==> src/rtl/alu_trap_pkg.sv <==
package alu_trap_pkg;
  localparam int OP_W = 5;

  typedef enum logic [OP_W-1:0] {
    OP_ADD   = 5'd0,
    OP_ADDU  = 5'd1,
    OP_SUB   = 5'd2,
    OP_SUBU  = 5'd3,
    OP_ADDI  = 5'd4,
    OP_ADDIU = 5'd5,
    OP_SLT   = 5'd6,
    OP_SLTU  = 5'd7,
    OP_SLTI  = 5'd8,
    OP_SLTIU = 5'd9,
    OP_AND   = 5'd10,
    OP_OR    = 5'd11,
    OP_ANDI  = 5'd12,
    OP_ORI   = 5'd13,
    OP_SLL   = 5'd14,
    OP_SRL   = 5'd15
  } alu_op_e;

  typedef enum logic [2:0] {
    SEL_ZERO, SEL_SUM, SEL_LTS, SEL_LTU, SEL_AND, SEL_OR, SEL_SLL, SEL_SRL
  } res_sel_e;

  typedef struct packed {
    logic     valid;
    logic     sub;
    logic     use_imm;
    logic     sext;
    logic     traps;
    res_sel_e sel;
  } op_ctl_t;
endpackage

==> src/rtl/alu_op_decode.sv <==
module alu_op_decode
  import alu_trap_pkg::*;
(
  input  logic [OP_W-1:0] op_i,
  output op_ctl_t         ctl_o
);
  always_comb begin
    ctl_o = '{valid: 1'b1, sub: 1'b0, use_imm: 1'b0, sext: 1'b0,
              traps: 1'b0, sel: SEL_ZERO};
    case (op_i)
      OP_ADD:   begin ctl_o.sel = SEL_SUM; ctl_o.traps = 1'b1; end
      OP_ADDU:  ctl_o.sel = SEL_SUM;
      OP_SUB:   begin ctl_o.sel = SEL_SUM; ctl_o.sub = 1'b1; ctl_o.traps = 1'b1; end
      OP_SUBU:  begin ctl_o.sel = SEL_SUM; ctl_o.sub = 1'b1; end
      OP_ADDI:  begin ctl_o.sel = SEL_SUM; ctl_o.use_imm = 1'b1; ctl_o.sext = 1'b1;
                      ctl_o.traps = 1'b1; end
      OP_ADDIU: begin ctl_o.sel = SEL_SUM; ctl_o.use_imm = 1'b1; ctl_o.sext = 1'b1; end
      OP_SLT:   begin ctl_o.sel = SEL_LTS; ctl_o.sub = 1'b1; end
      OP_SLTU:  begin ctl_o.sel = SEL_LTU; ctl_o.sub = 1'b1; end
      OP_SLTI:  begin ctl_o.sel = SEL_LTS; ctl_o.sub = 1'b1; ctl_o.use_imm = 1'b1;
                      ctl_o.sext = 1'b1; end
      OP_SLTIU: begin ctl_o.sel = SEL_LTU; ctl_o.sub = 1'b1; ctl_o.use_imm = 1'b1;
                      ctl_o.sext = 1'b1; end
      OP_AND:   ctl_o.sel = SEL_AND;
      OP_OR:    ctl_o.sel = SEL_OR;
      OP_ANDI:  begin ctl_o.sel = SEL_AND; ctl_o.use_imm = 1'b1; end
      OP_ORI:   begin ctl_o.sel = SEL_OR; ctl_o.use_imm = 1'b1; end
      OP_SLL:   ctl_o.sel = SEL_SLL;
      OP_SRL:   ctl_o.sel = SEL_SRL;
      default:  ctl_o.valid = 1'b0;
    endcase
  end
endmodule

==> src/rtl/alu_addsub.sv <==
module alu_addsub #(
  parameter int W = 32
) (
  input  logic [W-1:0] a_i,
  input  logic [W-1:0] b_i,
  input  logic         sub_i,
  output logic [W-1:0] sum_o,
  output logic         ovf_o,
  output logic         lt_s_o,
  output logic         lt_u_o
);
  logic [W-1:0] b_eff;
  logic [W-1:0] low;
  logic         c_msb, c_out;

  assign b_eff = b_i ^ {W{sub_i}};
  // carry into the sign column, taken from a W-bit sum of the low W-1 bits
  assign low   = {1'b0, a_i[W-2:0]} + {1'b0, b_eff[W-2:0]} + {{(W-1){1'b0}}, sub_i};
  assign c_msb = low[W-1];
  assign c_out = (a_i[W-1] & b_eff[W-1]) | (c_msb & (a_i[W-1] ^ b_eff[W-1]));
  assign sum_o = {a_i[W-1] ^ b_eff[W-1] ^ c_msb, low[W-2:0]};
  assign ovf_o  = c_msb ^ c_out;
  assign lt_s_o = sum_o[W-1] ^ ovf_o;
  assign lt_u_o = ~c_out;
endmodule

==> src/rtl/alu_exc_capture.sv <==
module alu_exc_capture #(
  parameter int AW = 32
) (
  input  logic          clk_i,
  input  logic          rst_ni,
  input  logic          trap_i,
  input  logic [AW-1:0] pc_i,
  output logic          exc_o,
  output logic [AW-1:0] epc_o
);
  always_ff @(posedge clk_i or negedge rst_ni) begin
    if (!rst_ni) begin
      exc_o <= 1'b0;
      epc_o <= '0;
    end else begin
      exc_o <= trap_i;
      if (trap_i) epc_o <= pc_i;
    end
  end


  trap_capture_chk: assert property (@(posedge clk_i) disable iff (!rst_ni)
    trap_i |=> (exc_o && epc_o == $past(pc_i)));

  epc_hold_chk: assert property (@(posedge clk_i) disable iff (!rst_ni)
    !trap_i |=> (!exc_o && $stable(epc_o)));
endmodule

==> src/rtl/alu_trap_core.sv <==
module alu_trap_core
  import alu_trap_pkg::*;
#(
  parameter int DATA_W = 32,
  parameter int IMM_W  = 16,
  localparam int SH_W  = $clog2(DATA_W)
) (
  input  logic              clk_i,
  input  logic              rst_ni,
  input  logic [OP_W-1:0]   op_i,
  input  logic [DATA_W-1:0] rs_i,
  input  logic [DATA_W-1:0] rt_i,
  input  logic [IMM_W-1:0]  imm_i,
  input  logic [SH_W-1:0]   shamt_i,
  input  logic [DATA_W-1:0] pc_i,
  output logic [DATA_W-1:0] result_o,
  output logic              wr_en_o,
  output logic              ovf_exc_o,
  output logic [DATA_W-1:0] epc_o
);
  op_ctl_t           ctl;
  logic [DATA_W-1:0] imm_ext, opb, sum;
  logic              ovf, lt_s, lt_u, trap;

  alu_op_decode u_dec (.op_i(op_i), .ctl_o(ctl));

  assign imm_ext = {{(DATA_W-IMM_W){ctl.sext & imm_i[IMM_W-1]}}, imm_i};
  assign opb     = ctl.use_imm ? imm_ext : rt_i;

  alu_addsub #(.W(DATA_W)) u_add (
    .a_i(rs_i), .b_i(opb), .sub_i(ctl.sub),
    .sum_o(sum), .ovf_o(ovf), .lt_s_o(lt_s), .lt_u_o(lt_u)
  );

  always_comb begin
    case (ctl.sel)
      SEL_SUM: result_o = sum;
      SEL_LTS: result_o = {{(DATA_W-1){1'b0}}, lt_s};
      SEL_LTU: result_o = {{(DATA_W-1){1'b0}}, lt_u};
      SEL_AND: result_o = rs_i & opb;
      SEL_OR:  result_o = rs_i | opb;
      SEL_SLL: result_o = rt_i << shamt_i;
      SEL_SRL: result_o = rt_i >> shamt_i;
      default: result_o = '0;
    endcase
  end

  assign trap    = ctl.traps & ovf;
  assign wr_en_o = ctl.valid & ~trap;

  alu_exc_capture #(.AW(DATA_W)) u_exc (
    .clk_i(clk_i), .rst_ni(rst_ni), .trap_i(trap), .pc_i(pc_i),
    .exc_o(ovf_exc_o), .epc_o(epc_o)
  );


  no_overflow_chk: assert property (@(posedge clk_i) disable iff (!rst_ni)
    ((op_i == OP_ADD && rs_i[DATA_W-1] != rt_i[DATA_W-1]) ||
     (op_i == OP_SUB && rs_i[DATA_W-1] == rt_i[DATA_W-1])) |-> !trap);

  unsigned_notrap_chk: assert property (@(posedge clk_i) disable iff (!rst_ni)
    (op_i == OP_ADDU || op_i == OP_SUBU || op_i == OP_ADDIU) |-> (!trap && wr_en_o));

  slt_word_chk: assert property (@(posedge clk_i) disable iff (!rst_ni)
    (op_i inside {OP_SLT, OP_SLTU, OP_SLTI, OP_SLTIU}) |-> result_o[DATA_W-1:1] == '0);

  andi_upper_chk: assert property (@(posedge clk_i) disable iff (!rst_ni)
    (op_i == OP_ANDI) |-> result_o[DATA_W-1:IMM_W] == '0);

  ori_upper_chk: assert property (@(posedge clk_i) disable iff (!rst_ni)
    (op_i == OP_ORI) |-> result_o[DATA_W-1:IMM_W] == rs_i[DATA_W-1:IMM_W]);

  unused_op_chk: assert property (@(posedge clk_i) disable iff (!rst_ni)
    (op_i > OP_SRL) |-> (result_o == '0 && !wr_en_o && !trap));
endmodule

==> config.mk <==
export PLATFORM = sky130hd
export DESIGN_NAME = alu_trap_core
export DESIGN_NICKNAME = d
export VERILOG_FILES = /design/src/rtl/alu_trap_pkg.sv /design/src/rtl/alu_op_decode.sv /design/src/rtl/alu_addsub.sv /design/src/rtl/alu_exc_capture.sv /design/src/rtl/alu_trap_core.sv
export SDC_FILE = /design/constraint.sdc
export NUM_CORES = 1
export LEC_CHECK = 0
export ABC_AREA = 1
export BUFFER_PORTS_ARGS = -buffer_cell sky130_fd_sc_hd__buf_2
export CORE_MARGIN = 4
export CORE_UTILIZATION = 55
export DETAILED_ROUTE_END_ITERATION = 8
export PLACE_DENSITY_LB_ADDON = 0.25
export SLEW_MARGIN = 25
export SYNTH_ARGS = -nofsm -noshare
export SYNTH_HDL_FRONTEND = slang
export SYNTH_SLANG_ARGS = --single-unit
==> constraint.sdc <==
create_clock -name clk_i -period 15.57 [get_ports clk_i]
set_clock_uncertainty 0.15 [all_clocks]
set_input_delay 3.114 -clock clk_i [delete_from_list [all_inputs] [get_ports clk_i]]
set_output_delay 3.114 -clock clk_i [all_outputs]
set_load 0.05 [all_outputs]
==> out/results.tsv <==
metric	value	unit
Crit Reg-Reg Startpoint	u_exc.epc_o[0]	
nets@finish	1728	
Via Count	10685	
Mapped Avg Cell Area	5.33	um^2
first-pass GRT wire length	50500	um
Final min period	11.73	ns
post-route ant nets	0	
Core ar.	13800	um^2
most common cell in the netlist	nand2_1	
Yosys cell types	50	
Clock Pin Slew Worst Setup and Hold Paths	0.05	ns
# IOs	190	
post-detailed-route wirelength per cell	18.8	um
Post-synth top flop	dfrtp_1	
Synth Area in Adders	5.77	%
fillers	1433	
Leak	0.00445	uW
proportion of synthesized area in mux cells	0.518	%
Post-DP HPWL	26300	um
Worst-Margin Slew	1.13	ns
outcome	finished, final reports clean	
post-cts repair resize count	0	
RSZ-0062 raised after global routing	no	
CTS sink cnt	33	
Area contributors post-synth	nand2_1, o21ai_0, dfrtp_1	
worst-skew pair later-pin latency	0.28	ns
Ant. Diodes	0	
largest family of logic cells by synthesized area	simple AND/OR/NAND/NOR gates	
Routed met3 length	3830	um
Yosys top cell area share	21.7	%
initial core utilization	55.9	%
Startpoint Class	input pin	
CTS root buf	clkbuf_16	
Tcrit/Tclk final	75.3	%
GP Congestion	1.03	
Worst setup EP type	primary output	
antenna violations before repair	0	
FP Rows	43	
Max Freq	0.0852	GHz
Power Total	867	uW
final setup TNS	0	ns
crit path kind	input pin to primary output	
vias per cell	6.10	
Max Cap Viol	0	
First-pass DRT Iterations	7	
Port Buffers	189	
hold_sp	u_exc.epc_o[16]	
Worst Setup SP	op_i[4]	
Pins Over Slew Limit	0	
number of synthesized register bits	33	
Post-synth EDFFs	0	
die area	16000	um^2
largest fanout on the critical path	39	
dpl cells	1744	
post-synthesis compound-gate area fraction	27.5	%
Post-synth ARST share	100	%
Die X	126	um
top post-synthesis cells by count	nand2_1, o21ai_0, nor2_1	
Max IR drop VDD	52.4	uV
post-synth net total	1605	
Worst slew margin	24.4	%
PwrDens	98.5	nW/um^2
metal1 wirelength	12700	um
synthesis-to-finish area growth	14.0	%
xor and xnor area share after synthesis	3.86	%
worst-case clock buffer depth	2	
hold buffers post-CTS	0	
TritonCTS buffer count	5	
Worst EP arrival	8.47	ns
H-tree depth	2	
cell count of the worst reg-to-reg path	2	
Initial DRC Count	1335	
gr ovfl total	0	
layout cells sized above 1	15.4	%
cells after synthesis	1448	
final number of setup-violating endpoints	0	
hold path depth	2	
CTS tree	done	
largest net degree at the start of global routing	66	
slack of the critical path	3.84	ns
Fin. Hold Viols	0	
number of global-route vias before repair	9385	
Post-CTS Setup Repair Bufs	0	
largest area contributor in the synthesized netlist	nand2_1	
CP Data Required Time	12.31	ns
Post-Syn Area	7720	um^2
Cell Count, Final, Fillers Out	1752	
Top Metal Used	met4	
WL met2	14800	um
total wire length	32900	um
Hold Crit Class	flip-flop to flip-flop	
DRC viols	0	
Post-Synth Simple-Gate Area	41.9	%
GRT Overall Usage	39.1	%
sequential element share of the synthesized area	10.7	%
Die Ht	126	um
Setup WS pre-CTS	4.03	ns
yosys warns	0	
## worst paths after layout
kind                                   end  slack (ns)
max in group asynchronous  u_exc.epc_o[29]       12.04
setup / recovery                   wr_en_o        3.84
min in group asynchronous   u_exc.epc_o[9]        2.75
setup reg to reg            u_exc.epc_o[0]       14.73
hold reg to reg            u_exc.epc_o[16]        0.32
hold / removal             u_exc.epc_o[16]        0.32
## registers in the layout, summed over array words and instances, names as in the netlist
register,count
u_exc.epc_o,32
u_exc.exc_o,1
## per-layer routing
layer / vias to the layer above / track usage (%)
met1: 4687 / 52.3
li1: 5141 / -
met2: 760 / 63.2
met4: 0 / 17.4
met5: - / 0
met3: 97 / 4.76
## worst max-delay path, stage by stage
cell and delay (ns):
buf_2 0.13, nor2_2 0.18, nand2_4 0.15, inv_2 0.47, nand2_1 0.39, o21ai_0 0.28, xor2_1 0.21, ha_1 0.31
a21o_1 0.21, a31oi_1 0.26, o21a_1 0.20, nor2_1 0.05, nor2_1 0.19, nand2_2 0.14, fa_1 0.46, inv_1 0.10
nand3_2 0.58, nand3_4 0.63, nand2_1 0.09, inv_1 0.06, buf_2 0.25
## through the flow
step | hold slack (ns) | utilization (%) | instance area [um^2]
3_5_place_dp | 0.304 | 62.3 | 8620
5_1_grt | 0.345 | 63.6 | 8800
2_1_floorplan | 0.600 | - | 7720
3_3_place_gp | 0.300 | 62.3 | 8620
4_1_cts | 0.317 | 63.6 | 8790
6_report | 0.317 | 63.6 | 8800
## kinds of logic (layout without fill, tap and decap cells)
| logic type | count (synthesis) | count (layout) |
|---|---|---|
| xor+xnor | 34 | 34 |
| flops | 33 | 33 |
| mux | 4 | 4 |
| simple gates | 770 | 770 |
| fa+ha+maj | 34 | 34 |
| compound gates | 384 | 384 |
| buf+inv | 189 | 313 |
## power by group
part,total [uW],switching (uW),internal [uW]
Sequential,144,20.5,123
Clock,116,36.0,79.9
Combinational,607,456,152
Total,867,512,355
## placed cells by master (no fill, tap or decap), types with 3 or more instances in the layout
master	instances
a211oi_1	3
a21o_1	6
a21oi_1	72
a31oi_1	23
buf_2	188
buf_4	10
clkbuf_16	5
dfrtp_1	33
fa_1	3
ha_1	30
inv_1	92
inv_2	14
mux2i_1	4
nand2_1	447
nand2_2	4
nand3_1	77
nand3b_1	6
nand4_1	39
nor2_1	151
nor3_1	20
nor4_1	4
o2111ai_1	4
o211ai_1	25
o21a_1	7
o21ai_0	206
o21ai_1	18
o21bai_1	5
o22ai_1	4
or2_2	9
xnor2_1	14
xor2_1	20
## final cells by class
| type | count | area [um^2] | area share (%) |
|---|---|---|---|
| multi-input combinational | 1226 | 6160 | 70.0 |
| timing repair buffer | 198 | 1020 | 11.5 |
| clock inverter | 1 | 30.0 | 0.341 |
| clock buffer | 7 | 143 | 1.62 |
| sequential | 33 | 826 | 9.38 |
| tap | 180 | 225 | 2.56 |
| inverter | 107 | 402 | 4.56 |
No activity file was read; power rests on OpenSTA's default activity.
